`config.mk`:
```
export PLATFORM = sky130hd
export DESIGN_NAME = gpio_mwe_port
export DESIGN_NICKNAME = d
export VERILOG_FILES = /design/src/rtl/gpio_mwe_pkg.sv /design/src/rtl/gpio_mwe_sync.sv /design/src/rtl/gpio_mwe_half_reg.sv /design/src/rtl/gpio_mwe_bus.sv /design/src/rtl/gpio_mwe_port.sv
export SDC_FILE = /design/constraint.sdc
export NUM_CORES = 1
export LEC_CHECK = 0
export BUFFER_PORTS_ARGS = -buffer_cell sky130_fd_sc_hd__buf_4
export CAP_MARGIN = 30
export CORE_MARGIN = 2
export CORE_UTILIZATION = 25
export CTS_CLUSTER_SIZE = 16
export DETAILED_ROUTE_END_ITERATION = 12
export GPL_TIMING_DRIVEN = 0
export HOLD_SLACK_MARGIN = 0.06
export PLACE_DENSITY = 0.53
export SYNTH_ARGS = -nofsm -noshare
export SYNTH_HDL_FRONTEND = slang
export SYNTH_SLANG_ARGS = --single-unit
```
`constraint.sdc`:
```
create_clock -name clk -period 1.89 [get_ports clk]
set_input_delay 0.378 -clock clk [delete_from_list [all_inputs] [get_ports clk]]
set_output_delay 0.378 -clock clk [all_outputs]
set_load 0.02 [all_outputs]
```
`src/rtl/gpio_mwe_pkg.sv`:
```
package gpio_mwe_pkg;

    localparam int unsigned PIN_CNT  = 32;
    localparam int unsigned HALF_W   = PIN_CNT / 2;
    localparam int unsigned N_HALVES = 2;
    localparam int unsigned ADDR_W   = 8;
    localparam int unsigned DATA_W   = 32;

    localparam logic [DATA_W-1:0] ID_VALUE = 32'h01000C2B;

    localparam logic [ADDR_W-1:0] OFS_OUTV  = 8'h00;
    localparam logic [ADDR_W-1:0] OFS_DIRN  = 8'h08;
    localparam logic [ADDR_W-1:0] OFS_LEVEL = 8'h70;
    localparam logic [ADDR_W-1:0] OFS_IDENT = 8'h78;
    localparam logic [ADDR_W-1:0] HALF_STEP = 8'h04;

    typedef enum logic [2:0] {
        TGT_NONE,
        TGT_OUTV,
        TGT_DIRN,
        TGT_LEVEL,
        TGT_IDENT
    } target_e;

    typedef struct packed {
        target_e tgt;
        logic    upper;
    } decode_t;

    typedef struct packed {
        logic [HALF_W-1:0] en;
        logic [HALF_W-1:0] val;
    } wmask_t;

    function automatic decode_t decode_addr(input logic [ADDR_W-1:0] a);
        decode_t d;
        logic [ADDR_W-1:0] base;
        base    = a & ~HALF_STEP;
        d.upper = a[2];
        if (base == OFS_OUTV)       d.tgt = TGT_OUTV;
        else if (base == OFS_DIRN)  d.tgt = TGT_DIRN;
        else if (a == OFS_LEVEL)    d.tgt = TGT_LEVEL;
        else if (a == OFS_IDENT)    d.tgt = TGT_IDENT;
        else                        d.tgt = TGT_NONE;
        return d;
    endfunction

    function automatic logic [HALF_W-1:0] merge_half(input logic [HALF_W-1:0] old,
                                                     input wmask_t w);
        return (old & ~w.en) | (w.val & w.en);
    endfunction

endpackage

```
`src/rtl/gpio_mwe_sync.sv`:
```
module gpio_mwe_sync #(
    parameter int unsigned WIDTH  = 32,
    parameter int unsigned STAGES = 2
) (
    input  logic             clk,
    input  logic             rst,
    input  logic [WIDTH-1:0] d,
    output logic [WIDTH-1:0] q
);
    logic [WIDTH-1:0] chain [STAGES];

    always_ff @(posedge clk) begin
        if (rst) chain[0] <= '0;
        else     chain[0] <= d;
    end

    for (genvar s = 1; s < STAGES; s++) begin : g_stage
        always_ff @(posedge clk) begin
            if (rst) chain[s] <= '0;
            else     chain[s] <= chain[s-1];
        end
    end

    assign q = chain[STAGES-1];
endmodule

```
`src/rtl/gpio_mwe_half_reg.sv`:
```
module gpio_mwe_half_reg
    import gpio_mwe_pkg::*;
(
    input  logic              clk,
    input  logic              rst,
    input  logic              wr_en,
    input  wmask_t            wr,
    output logic [HALF_W-1:0] q
);
    always_ff @(posedge clk) begin
        if (rst)        q <= '0;
        else if (wr_en) q <= merge_half(q, wr);
    end
endmodule

```
`src/rtl/gpio_mwe_bus.sv`:
```
module gpio_mwe_bus
    import gpio_mwe_pkg::*;
(
    input  logic                clk,
    input  logic                rst,
    input  logic                req_valid,
    output logic                req_ready,
    input  logic                req_write,
    input  logic [ADDR_W-1:0]   req_addr,
    input  logic [PIN_CNT-1:0]  outv_q,
    input  logic [PIN_CNT-1:0]  dirn_q,
    input  logic [PIN_CNT-1:0]  level_q,
    output logic [N_HALVES-1:0] outv_we,
    output logic [N_HALVES-1:0] dirn_we,
    output logic                rsp_valid,
    output logic [DATA_W-1:0]   rsp_rdata
);
    decode_t          dec;
    logic             fire;
    logic [DATA_W-1:0] rd_mux;

    assign req_ready = ~rst;
    assign fire      = req_valid & req_ready;
    assign dec       = decode_addr(req_addr);

    for (genvar h = 0; h < N_HALVES; h++) begin : g_we
        assign outv_we[h] = fire & req_write & (dec.tgt == TGT_OUTV) & (dec.upper == h[0]);
        assign dirn_we[h] = fire & req_write & (dec.tgt == TGT_DIRN) & (dec.upper == h[0]);
    end

    always_comb begin
        rd_mux = '0;
        unique case (dec.tgt)
            TGT_OUTV:  rd_mux[HALF_W-1:0] = dec.upper ? outv_q[PIN_CNT-1:HALF_W] : outv_q[HALF_W-1:0];
            TGT_DIRN:  rd_mux[HALF_W-1:0] = dec.upper ? dirn_q[PIN_CNT-1:HALF_W] : dirn_q[HALF_W-1:0];
            TGT_LEVEL: rd_mux = level_q;
            TGT_IDENT: rd_mux = ID_VALUE;
            default:   rd_mux = '0;
        endcase
    end

    always_ff @(posedge clk) begin
        if (rst) begin
            rsp_valid <= 1'b0;
            rsp_rdata <= '0;
        end else begin
            rsp_valid <= fire;
            rsp_rdata <= (fire & ~req_write) ? rd_mux : '0;
        end
    end
endmodule

```
`src/rtl/gpio_mwe_port.sv`:
```
module gpio_mwe_port
    import gpio_mwe_pkg::*;
#(
    parameter int unsigned SYNC_STAGES = 2
) (
    input  logic               clk,
    input  logic               rst,
    input  logic               req_valid,
    output logic               req_ready,
    input  logic               req_write,
    input  logic [ADDR_W-1:0]  req_addr,
    input  logic [DATA_W-1:0]  req_wdata,
    output logic               rsp_valid,
    output logic [DATA_W-1:0]  rsp_rdata,
    input  logic [PIN_CNT-1:0] pin_in,
    output logic [PIN_CNT-1:0] pin_out,
    output logic [PIN_CNT-1:0] pin_oe
);
    logic [N_HALVES-1:0] outv_we;
    logic [N_HALVES-1:0] dirn_we;
    logic [PIN_CNT-1:0]  level_q;
    wmask_t              wr;

    assign wr = wmask_t'(req_wdata);

    gpio_mwe_sync #(.WIDTH(PIN_CNT), .STAGES(SYNC_STAGES)) u_sync (
        .clk (clk),
        .rst (rst),
        .d   (pin_in),
        .q   (level_q)
    );

    for (genvar h = 0; h < N_HALVES; h++) begin : g_half
        gpio_mwe_half_reg u_outv (
            .clk   (clk),
            .rst   (rst),
            .wr_en (outv_we[h]),
            .wr    (wr),
            .q     (pin_out[h*HALF_W +: HALF_W])
        );
        gpio_mwe_half_reg u_dirn (
            .clk   (clk),
            .rst   (rst),
            .wr_en (dirn_we[h]),
            .wr    (wr),
            .q     (pin_oe[h*HALF_W +: HALF_W])
        );
    end

    gpio_mwe_bus u_bus (
        .clk       (clk),
        .rst       (rst),
        .req_valid (req_valid),
        .req_ready (req_ready),
        .req_write (req_write),
        .req_addr  (req_addr),
        .outv_q    (pin_out),
        .dirn_q    (pin_oe),
        .level_q   (level_q),
        .outv_we   (outv_we),
        .dirn_we   (dirn_we),
        .rsp_valid (rsp_valid),
        .rsp_rdata (rsp_rdata)
    );
endmodule

```
### Word-level counts from Yosys, hierarchy flattened

Memories as Yosys holds them, arrays and structs flattened.
Index checks and enable logic that the tools add are counted.

| storage, ports and cells | value |
|---|---|
| RAM bits | 64 |
| bits of input ports | 76 |
| ROM bits | 0 |
| memories kept | 1 |
| bits in latches | 0 |
| word-level logic and storage cells | 54 |
| register bits after elaboration | 97 |

| cells by class | value |
|---|---|
| shifts and indexed selects | 0 |
| $mul | 0 |
| reductions and logical operators | 2 |
| div/mod/pow operators | 0 |
| $add $sub $neg | 0 |
| eq/ne operators | 7 |
| bitwise logic cells | 25 |
| mux-type cells | 13 |
| $lt $le $gt $ge | 0 |

Memories:

| memory | words | bits a word | rd ports | clocked after Yosys merged registers in | wr ports | RTL line | source |
|---|---|---|---|---|---|---|---|
| u_sync.chain | 2 | 32 | 2 | 0 | 2 | gpio_mwe_sync.sv:10 | `logic [WIDTH-1:0] chain [STAGES];` |

Operators with widths:

| kind | number |
|---|---|
| bitwise AND 16 bit | 5 |
| 2-to-1 mux 32 bit | 2 |
| bitwise OR 16 bit | 4 |
| one-hot mux 16 bit (4 select lines) | 1 |
| 2-to-1 mux 16 bit | 2 |
| one-hot mux 16 bit (2 select lines) | 1 |
| == test 8 x 7 -> 1 bit (second input constant) | 2 |
| inverter 16 bit | 1 |
| 2-to-1 mux 3 bit | 4 |
| bitwise AND 1 bit | 9 |
| zero test 8 bit | 1 |
| == test 7 x 3 -> 1 bit (second input constant) | 1 |
| == test 3 x 2 -> 1 bit (second input constant) | 2 |
| inverter 1 bit | 4 |
| == test 3 x 1 -> 1 bit (second input constant) | 1 |
| == test 3 bit (second input constant) | 1 |
| 2-to-1 mux 1 bit | 3 |
| bitwise OR 1 bit | 2 |
| OR reduction 2 bit | 1 |

### Longest topological paths before layout

Gate-level depths: netlist of the first run.

| depth | value |
|---|---|
| depth in word-level cells | 8 |
| gate-level depth with buffers | 6 |
| depth with buffers taken out | 3 |

### Cells and area by module

From an unflattened synthesis of the first run, not the netlist that was laid out.

| second synthesis, totals | value |
|---|---|
| cells, all modules | 556 |
| area, all modules | 6,369.9 um^2 |

Modules (own cells, without submodules):

| module | instances | area an instance (um^2) | seq. area each (um^2) | cells an instance |
|---|---|---|---|---|
| gpio_mwe_half_reg | 4 | 710.7 | 320.3 | 69 |
| gpio_mwe_sync | 1 | 1,918.1 | 1,281.2 | 135 |
| gpio_mwe_bus | 1 | 1,609.0 | 660.6 | 145 |

### Least setup slack after synthesis of the first run

OpenSTA, ideal clock, no wires.

| timing | value |
|---|---|
| path kind | in2reg |
| from | input req_addr[7] |
| to | register (tool-made name) |
| arrival time | 1.656 ns |
| path slack | 0.113 ns |
| buffers on the path | 2 |
| setup time | 0.120 ns |
| data required time | 1.770 ns |
| cell stages on the path | 5 |
| path through | or3_1 clkbuf_2 buf_6 or4b_1 mux2i_1 |

RTL lines:

| element | RTL line | source |
|---|---|---|
| start: declaration | gpio_mwe_port.sv:11 | `input logic [ADDR_W-1:0] req_addr,` |

==> results of run 1 <==
==> power breakdown <==
part,leakage [uW],switching (uW),total (uW),internal (uW)
Sequential,0.00131,11.8,3470,3450
Combinational,0.00207,270,459,189
Clock,0.000269,1580,3330,1750
Total,0.00365,1870,7260,5390
==> synth_stat cells (all sizes together) (2+ instances only) <==
master / count
buf: 12
and2: 22
clkbuf: 40
nand2: 89
a31oi: 9
nor2b: 65
dfxtp: 161
mux4: 7
and4b: 2
nand3: 26
or4b: 9
nor3: 2
mux2: 18
a21oi: 7
nand4: 55
or3: 2
o211ai: 7
nor4: 11
mux2i: 64
==> critical path: cells and delay by family <==
family	cells	cell delay, ps
buffers and inverters	3	1020
AND/OR/NAND/NOR	2	570
multiplexers	1	160
==> what timing repair did <==
action	in CTS	in global routing
setup buffers	0	2
setup endpoints to repair	5	47
endpoints found under the hold margin	0	0
gates resized for setup	2	7
hold buffers	0	0
pin swaps	0	1
==> worst max-delay path by stage <==
| stage | startpoint | to | slack, ps | cells after the start |
|---|---|---|---|---|
| after global routing | rst | flop | 0.6 | 6 |
| after floorplan | req_addr[7] | flop | 110 | 5 |
| after CTS | req_addr[2] | u_bus.rsp_rdata[15]$_SDFF_PP0_ | 70 | 7 |
| after global placement | req_addr[7] | u_bus.rsp_rdata[15]$_SDFF_PP0_ | -530 | 6 |
| after detailed placement | req_addr[7] | u_bus.rsp_rdata[15]$_SDFF_PP0_ | -530 | 6 |
| final | rst | flop | 50 | 6 |
==> kinds of logic after synthesis <==
group                  count (synthesis)  synth area share [%]
AO/OA/AOI/OAI                         24                  2.51
buffers and inverters                 53                  3.58
flip-flops                           161                  52.1
multiplexers                          89                  16.2
AND/OR/NAND/NOR                      287                  25.7
==> stage by stage <==
stage | instances | total power [uW]
6_report | 1144 | 7260
5_1_grt | 1144 | 7510
2_1_floorplan | 614 | 3750
4_1_cts | 1143 | 7330
3_5_place_dp | 1111 | 4000
3_3_place_gp | 1111 | 4000
==> cell type report <==
type                            count  area, sq um  share of cell area [%]
Tap cell                          324          405                    4.77
Sequential cell                   161         3220                    38.0
Multi-Input combinational cell    400         2760                    32.5
Clock inverter                     15          145                    1.71
Clock buffer                       17          425                    5.01
Buffer                             51          219                    2.58
Timing Repair Buffer              175         1310                    15.5
Inverter                            1         3.75                  0.0442
==> metal layers <==
layer | vias up | GRT usage, % | share of wire (%)
met3 | 19 | 4.85 | 7.2
met5 | - | 0 | 0
met4 | 0 | 5.24 | 1.8
met2 | 162 | 25.8 | 48
met1 | 2491 | 20.4 | 43
li1 | 2556 | - | -
==> key figures, run 1 <==
Place
  – Half-perimeter wire length after placement: 15.9 mm
  – Gpl congestion: 0.803
  – Setup slack at placement: -534 ps
  – Placement Cell Area: 7890 sq um
  – Port bufs: 173

CTS
  – Cts bufs inserted: 17
  – CTS tree: done
  – Worst-path clk slew: 80 ps
  – TritonCTS Sinks: 161
  – Worst skew pair latency: 430 ps
  – CTS max path bufs: 2
  – H-tree Lvls: 4
  – Clk root buf: clkbuf_16

Critical path
  – Reg2reg setup slack: 670 ps
  – Crit path cell chain: buf_4 > and4bb_2 > clkbuf_1 > clkbuf_1 > nand4_1 > mux2i_1
  – Most used cell along the critical path: clkbuf_1
  – Worst Path Required: 2190 ps
  – Worst Setup Path Type: in2reg
  – Worst Path Arrival: 2140 ps
  – Crit-path max FO: 10
  – CP max stage cell: clkbuf_1
  – Reg2Reg Depth: 3
  – R2R Path End: u_bus.rsp_rdata[15]$_SDFF_PP0_
  – Max incr delay on CP: 470 ps
  – Startpoint types: input pin
  – Crit. End Element: flop

Finish
  – Fillers: 2506
  – Post-route cell area: 8490 sq um
  – Layout area overhead: 37.2%
  – Most common cell after layout, fill and taps aside: buf_4
  – Fin nets: 883
  – Final core utilization: 34.9%
  – Share of cells above drive strength 1: 30.2%
  – Most frequent cells in the layout: buf_4 (175), dfxtp_1 (161), nand2_1 (89), nor2b_1 (65), mux2i_1 (64)
  – Ant diodes: 0

Yosys
  – Syn Std Cell Area: 6190 sq um
  – Synth top area share: 52.1%
  – Register area share after synthesis: 52.1%
  – Synthesized flop and latch total: 161
  – Async set or reset register ratio after synthesis: 0%
  – Post-synth cell types: 28
  – Yosys top cell by area: dfxtp_1
  – Post-synth EDFFs: 0
  – Yosys warnings: 0
  – Syn_nets: 690
  – Syn_area_per_cell: 10.1 sq um
  – Top_reg_cell synth: dfxtp_1
  – Area contributors post-synth: dfxtp_1 (52%), mux2i_1 (10%), nor2b_1 (6.6%), nand4_1 (5.6%), nand2_1 (5.4%)
  – Synth Instances: 614

Status
  – Status: finished, final reports clean

Power
  – Pwr per Cell Area: 854 nW/um^2
  – Leakage: 0.00365 uW
  – Maximum VDD drop: 0.647 mV

STA
  – Final setup viols: 0
  – Slack of the critical path: 50.4 ps
  – Minimum clock period: 1840 ps
  – FMAX: 544 MHz
  – Max-slew violations: 0
  – Clock skew: 10.6 ps
  – Setup TNS: 0 ps
  – Final period utilization: 97.3%
  – RSZ-0062 raised after global routing: no
  – Least-Margin Pin Slew: 792 ps
  – Slew headroom: 47.2%
  – Hold Fails Final Rpt: 0
  – WHS: 154 ps

Floorplanning
  – Row count: 57
  – Initial core utilization: 25.5%
  – Chip Width: 161 um
  – Io pins: 174
  – Die area: 26000 sq um
  – Chip height: 161 um
  – Core Area: 24300 sq um

Job
  – Number of max-cap violations: 0

Route
  – Starting DRT DRC Count: 287
  – Routed Antenna Nets: 0
  – Routed WL: 21.0 mm
  – Post-route DRC: 0
  – Pre-antenna DRT Iters: 4
  – Avg WL per Cell: 18.4 um
  – Vias per cell: 4.57
  – Via count: 5228

Global routing
  – Initial antenna violation count: 0
  – Total GRT Usage: 16.0%
  – Largest net degree at the start of global routing: 18
  – GR Overflow Total: 0
  – First-pass GRT wire length: 31.0 mm
  – Vias in the first global route: 5198

Worst hold path
  – Worst Hold Path EP: u_sync.chain[0][23]$_SDFF_PP0_
  – HP Class: in2reg
  – Worst Min Path Start: pin_in[23]
  – Hold Path Stages: 2
No activity file was read; power rests on OpenSTA's default activity.
==> inputs of run 2 (changes only) <==
- CORE_MARGIN: 2 -> not set
==> run 2 against run 1 <==
Against the previous run: worst hold slack improved by 3.1 ps; via count grew 2.4%; sequential cell count stayed put; final area rose by 0.34%; clock skew down 2.1 ps; first-iteration DRC count is 33% higher; setup slack better by 25 ps; clock-buffer cell count stayed put; global-route usage rose by 0.54 points; largest cell class unchanged.
==> key figures, run 2 (same netlist as run 1, synthesis figures left out) <==
Status
  – Status: finished, final reports clean (unchanged)

Place
  – Half-perimeter wire length after placement: 15.7 mm (was 15.9 mm)
  – Port bufs: 173 (unchanged)
  – Gpl congestion: 0.805 (was 0.803)
  – Setup slack at placement: -505 ps (was -534 ps)

STA
  – Minimum clock period: 1810 ps (was 1840 ps)
  – Least-Margin Pin Slew: 822 ps (was 792 ps)
  – Final setup viols: 0 (unchanged)
  – Slew headroom: 45.2% (was 47.2%)
  – Hold Fails Final Rpt: 0 (unchanged)
  – RSZ-0062 raised after global routing: no (unchanged)
  – Slack of the critical path: 75.6 ps (was 50.4 ps)
  – FMAX: 551 MHz (was 544 MHz)
  – WHS: 157 ps (was 154 ps)
  – Final period utilization: 96.0% (was 97.3%)
  – Clock skew: 8.53 ps (was 10.6 ps)
  – Max-slew violations: 0 (unchanged)

Finish
  – Most common cell after layout, fill and taps aside: buf_4 (unchanged)
  – Layout area overhead: 37.7% (was 37.2%)
  – Share of cells above drive strength 1: 30.4% (was 30.2%)
  – Final core utilization: 35.0% (was 34.9%)
  – Most frequent cells in the layout: buf_4 (176), dfxtp_1 (161), nand2_1 (89), nor2b_1 (65), mux2i_1 (64) (was buf_4 (175), dfxtp_1 (161), nand2_1 (89), nor2b_1 (65), mux2i_1 (64))
  – Fin nets: 885 (was 883)

Power
  – Comb pwr share: 6.3% (about the same)
  – Pwr per Cell Area: 859 nW/um^2 (was 854 nW/um^2)
  – Leakage: 0.00367 uW (was 0.00365 uW)
  – Cell-internal power: 5420 uW (was 5390 uW)
  – Net Sw Frac: 25.9% (was 25.7%)
  – Clk pwr share: 46.3% (was 45.9%)
  – Seq pwr share: 47.4% (was 47.8%)
  – Switching power: 1900 uW (was 1870 uW)
  – Maximum VDD drop: 0.557 mV (was 0.647 mV)

Route
  – Routed Antenna Nets: 0 (unchanged)
  – Vias per cell: 4.67 (was 4.57)
  – Pre-antenna DRT Iters: 5 (was 4)
  – Post-route DRC: 0 (unchanged)
  – Routed WL: 21.1 mm (was 21.0 mm)
  – Starting DRT DRC Count: 382 (was 287)
  – Avg WL per Cell: 18.4 um (about the same)
  – Via count: 5356 (was 5228)

Critical path
  – Crit-path max FO: 10 (unchanged)
  – Worst Path Required: 1510 ps (was 2190 ps)
  – Crit. End Element: output port (was flop)
  – Startpoint types: input pin (unchanged)
  – Worst Setup Path Type: in2out (was in2reg)
  – Worst Path Arrival: 1440 ps (was 2140 ps)

Floorplanning
  – Chip Width: 159 um (was 161 um)
  – Row count: 57 (unchanged)
  – Die area: 25400 sq um (was 26000 sq um)
  – Initial core utilization: 25.5% (unchanged)
  – Chip height: 159 um (was 161 um)
  – Core Area: 24300 sq um (unchanged)
  – Io pins: 174 (unchanged)

CTS
  – TritonCTS Sinks: 161 (unchanged)
  – Worst skew pair latency: 430 ps (about the same)
  – Cts bufs inserted: 17 (unchanged)
  – Clk root buf: clkbuf_16 (unchanged)
  – CTS max path bufs: 2 (unchanged)
  – H-tree Lvls: 4 (unchanged)
  – Worst-path clk slew: 70 ps (was 80 ps)
  – CTS tree: done (unchanged)

Job
  – Number of max-cap violations: 0 (unchanged)

Global routing
  – Total GRT Usage: 16.5% (was 16.0%)
  – Largest net degree at the start of global routing: 19 (was 18)
  – GR Overflow Total: 0 (unchanged)
  – Initial antenna violation count: 1 (was 0)
  – First-pass GRT wire length: 31.4 mm (was 31.0 mm)
  – Vias in the first global route: 5245 (was 5198)

Worst hold path
  – HP Class: in2reg (unchanged)
-- run 2: timing repair --
action | 4_1_cts | 5_1_grt
setup endpoints to repair | 7 | 41
gates resized for setup | 2 | 9
setup buffers | 0 | 3
pin swaps | 0 | 1
hold buffers | 0 | 0
-- run 2: area by class of cell --
| class | instances | area (sq um) |
|---|---|---|
| Fill cell | 2498 | 15800 |
| Clock inverter | 15 | 159 |
| Multi-Input combinational cell | 400 | 2760 |
| Tap cell | 324 | 405 |
| Clock buffer | 17 | 425 |
| Buffer | 52 | 224 |
| Inverter | 1 | 3.75 |
| Antenna cell | 1 | 2.50 |
| Sequential cell | 161 | 3220 |
| Timing Repair Buffer | 176 | 1320 |
-- run 2: power by group through the flow --
stage / logic, uW / clock network (uW) / registers, uW
after floorplan: 206 / 0 / 3540
after global placement: 456 / 0 / 3550
after detailed placement: 458 / 0 / 3550
after CTS: 461 / 3480 / 3470
after global routing: 498 / 3630 / 3470
final: 460 / 3390 / 3470
-- run 2: worst paths after layout --
| check | from | endpoint | slack (ps) | cells past startpoint |
|---|---|---|---|---|
| hold reg to reg | u_sync.chain[1][29]$_SDFF_PP0_ | u_bus.rsp_rdata[29]$_SDFF_PP0_ | 430 | 1 |
| setup / recovery | rst | req_ready | 80 | 4 |
| hold / removal | pin_in[4] | u_sync.chain[0][4]$_SDFF_PP0_ | 160 | 2 |
| setup reg to reg | flop | u_bus.rsp_rdata[15]$_SDFF_PP0_ | 660 | 3 |
-- run 2: stage by stage --
step / std cells / TNS [ps] / power, uW / area (sq um)
finish: 1147 / 0 / 7320 / 8520
global route: 1147 / 0 / 7600 / 8520
floorplan: 614 / 0 / 3750 / 6190
CTS: 1143 / 0 / 7410 / 8480
detailed placement: 1111 / -25440 / 4000 / 7890
global placement: 1111 / -24090 / 4000 / 7890
-- run 2: routing by layer --
| metal | wire (um) | GRT usage (%) | part of all wire (%) | up-vias |
|---|---|---|---|---|
| met2 | 9580 | 25.1 | 45 | 195 |
| met5 | 0 | 0 | 0 | - |
| met4 | 486 | 6.91 | 2.3 | 0 |
| met3 | 1740 | 5.83 | 8.3 | 30 |
| met1 | 9240 | 21.1 | 44 | 2577 |
| li1 | - | - | - | 2554 |
-- run 2: critical path: stages --
cell and delay, ps:
buf_4 140, inv_2 150, clkbuf_1 500, buf_4 250
==> inputs of run 3 (changes only) <==
- BUFFER_PORTS_ARGS: -buffer_cell sky130_fd_sc_hd__buf_4 -> not set
- DONT_BUFFER_PORTS: not set -> 1
- GPL_TIMING_DRIVEN: 0 -> not set
- PLACE_DENSITY: 0.53 -> 0.47
==> run 3 against run 2 <==
Against the previous run: first-iteration DRC count fell by 7.3%; cell count fell by 18%; critical endpoint is now pin_oe[7]; setup slack improved by 460 ps; global-route usage fell by 2.2 points; sequential cell count did not move; total power fell by 0.45%.
==> key figures, run 3 (same netlist as run 1, synthesis figures left out) <==
Global routing
  – GRT Max-Usage Layer: met2 (unchanged)
  – Met3 GRT Util: 4.92% (was 5.83%)
  – Met2 Use GR: 24.9% (was 25.1%)
  – Total GRT Usage: 14.3% (was 16.5%)
  – Initial antenna violation count: 1 (unchanged)
  – First-pass GRT wire length: 27.8 mm (was 31.4 mm)
  – Largest net degree at the start of global routing: 66 (was 19)
  – Met1 Use GR: 15.8% (was 21.1%)
  – GR Overflow Total: 0 (unchanged)
  – Vias in the first global route: 4771 (was 5245)

CTS
  – Worst-path clk slew: 70 ps (about the same)
  – H-tree Lvls: 4 (unchanged)
  – CTS max path bufs: 2 (unchanged)
  – TritonCTS Sinks: 161 (unchanged)
  – Cts bufs inserted: 17 (unchanged)
  – Clk root buf: clkbuf_16 (unchanged)
  – Worst skew pair latency: 430 ps (about the same)
  – Post_cts resized: 0 (was 2)
  – CTS tree: done (unchanged)

STA
  – Max-slew violations: 0 (unchanged)
  – RSZ-0062 raised after global routing: no (unchanged)
  – Least-Margin Pin Slew: 392 ps (was 822 ps)
  – Final setup viols: 0 (unchanged)
  – Slew headroom: 73.6% (was 45.2%)
  – Clock skew: 22.1 ps (was 8.53 ps)
  – Minimum clock period: 1360 ps (was 1810 ps)
  – Hold Fails Final Rpt: 0 (unchanged)
  – FMAX: 738 MHz (was 551 MHz)
  – Setup TNS: 0 ps (unchanged)
  – Final period utilization: 71.7% (was 96.0%)

Finish
  – Fillers: 2522 (was 2498)
  – Share of cells above drive strength 1: 13.6% (was 30.4%)
  – Non-Filler Instances: 942 (was 1147)
  – Layout area overhead: 17.2% (was 37.7%)
  – Most frequent cells in the layout: dfxtp_1 (161), nand2_1 (89), nor2b_1 (65), mux2i_1 (64), nand4_1 (55) (was buf_4 (176), dfxtp_1 (161), nand2_1 (89), nor2b_1 (65), mux2i_1 (64))
  – Most common cell after layout, fill and taps aside: dfxtp_1 (was buf_4)
  – Post-route cell area: 7250 sq um (was 8520 sq um)
  – Fin nets: 680 (was 885)

Power
  – Seq pwr share: 47.7% (was 47.4%)
  – Comb pwr share: 3.6% (was 6.3%)
  – Clk pwr share: 48.8% (was 46.3%)
  – Maximum VDD drop: 0.439 mV (was 0.557 mV)
  – Cell-internal power: 5660 uW (was 5420 uW)
  – Final Total Pwr: 7280 uW (was 7320 uW)
  – Pwr per Cell Area: 1000 nW/um^2 (was 859 nW/um^2)
  – Switching power: 1620 uW (was 1900 uW)
  – Leakage: 0.00281 uW (was 0.00367 uW)
  – Net Sw Frac: 22.3% (was 25.9%)

Worst hold path
  – Worst Hold Path EP: u_sync.chain[0][3]$_SDFF_PP0_ (was u_sync.chain[0][4]$_SDFF_PP0_)
  – Hold Path Stages: 1 (was 2)
  – Worst Min Path Start: pin_in[3] (was pin_in[4])
  – HP Class: in2reg (unchanged)

Place
  – Port bufs: 0 (was 173)
  – Cell count after placement: 907 (was 1111)
  – Gpl congestion: 0.831 (was 0.805)
  – Half-perimeter wire length after placement: 12.4 mm (was 15.7 mm)
  – Placement Cell Area: 6610 sq um (was 7890 sq um)

Floorplanning
  – Chip Width: 159 um (unchanged)
  – Initial core utilization: 25.5% (unchanged)
  – Io pins: 174 (unchanged)
  – Chip height: 159 um (unchanged)
  – Core Area: 24300 sq um (unchanged)
  – Row count: 57 (unchanged)
  – Die area: 25400 sq um (unchanged)

Critical path
  – Worst Path Arrival: 980 ps (was 1440 ps)
  – Reg2reg setup slack: 610 ps (was 660 ps)
  – Worst Path Required: 1510 ps (about the same)
  – Reg2Reg Depth: 3 (unchanged)
  – Crit. End Element: output port (unchanged)
  – R2R Path End: u_bus.rsp_rdata[15]$_SDFF_PP0_ (unchanged)
  – Startpoint types: flop (was input pin)
  – Crit-path max FO: 4 (was 10)
  – Worst Setup Path Type: reg2out (was in2out)

Route
  – Routed Antenna Nets: 0 (unchanged)
  – Routed WL: 18.0 mm (was 21.1 mm)
  – Vias per cell: 4.86 (was 4.67)
  – Avg WL per Cell: 19.2 um (was 18.4 um)
  – Starting DRT DRC Count: 354 (was 382)
  – Pre-antenna DRT Iters: 5 (unchanged)
  – Via count: 4575 (was 5356)
  – Post-route DRC: 0 (unchanged)

Job
  – Number of max-cap violations: 0 (unchanged)

Status
  – Status: finished, final reports clean (unchanged)
[run 3: cell types whose count changed in the layout (fill, tap and decap cells not counted), moves of 5 or more]
cell / previous run / this run
clkbuf_2: 6 / 0
buf_1: 5 / 0
inv_8: 6 / 0
clkbuf_1: 34 / 1
buf_2: 5 / 0
buf_4: 176 / 17
[run 3: power by group through the flow]
stage	clock network, uW	registers, uW	logic [uW]
finish	3550	3470	260
detailed placement	0	3550	234
global placement	0	3550	227
floorplan	0	3540	206
global route	3820	3480	287
CTS	3680	3470	262
[run 3: layout make-up]
cell class / instances / area [sq um] / share of cell area [%]
sequential: 161 / 3220 / 44.4
multi-input combinational: 400 / 2770 / 38.2
clock buffer: 22 / 484 / 6.67
tap: 324 / 405 / 5.59
timing repair buffer: 23 / 245 / 3.38
clock inverter: 10 / 123 / 1.69
inverter: 1 / 3.75 / 0.0517
antenna: 1 / 2.50 / 0.0345
[run 3: metrics by stage]
step,worst slack [ps],util [%],hold WS (ps)
after floorplan,113,-,406
after global placement,145,27.2,411
after detailed placement,125,27.2,413
after CTS,527,29.8,60.4
after global routing,509,29.8,67.6
final,535,29.8,79.5
[run 3: metal layers]
metal | routed length (um) | part of all wire [%] | up-vias
li1 | - | - | 2142
met5 | 0 | 0 | -
met2 | 9080 | 50 | 154
met3 | 1340 | 7.4 | 17
met1 | 7260 | 40 | 2262
met4 | 361 | 2.0 | 0
[run 3: worst max-delay path by stage]
stage	start	to	slack, ps	cells past startpoint
detailed placement	req_addr[7]	flop	130	4
global placement	req_addr[7]	flop	140	4
finish	flop	pin_oe[7]	530	0
CTS	flop	pin_out[21]	530	0
global route	flop	pin_oe[7]	510	0
floorplan	req_addr[7]	flop	110	5
[run 3: timing repair]
item / CTS / global route
hold buffers: 1 / 1
endpoints found under the setup margin: 0 / 0
hold endpoints to repair: 65 / 1
setup buffers: 0 / 0
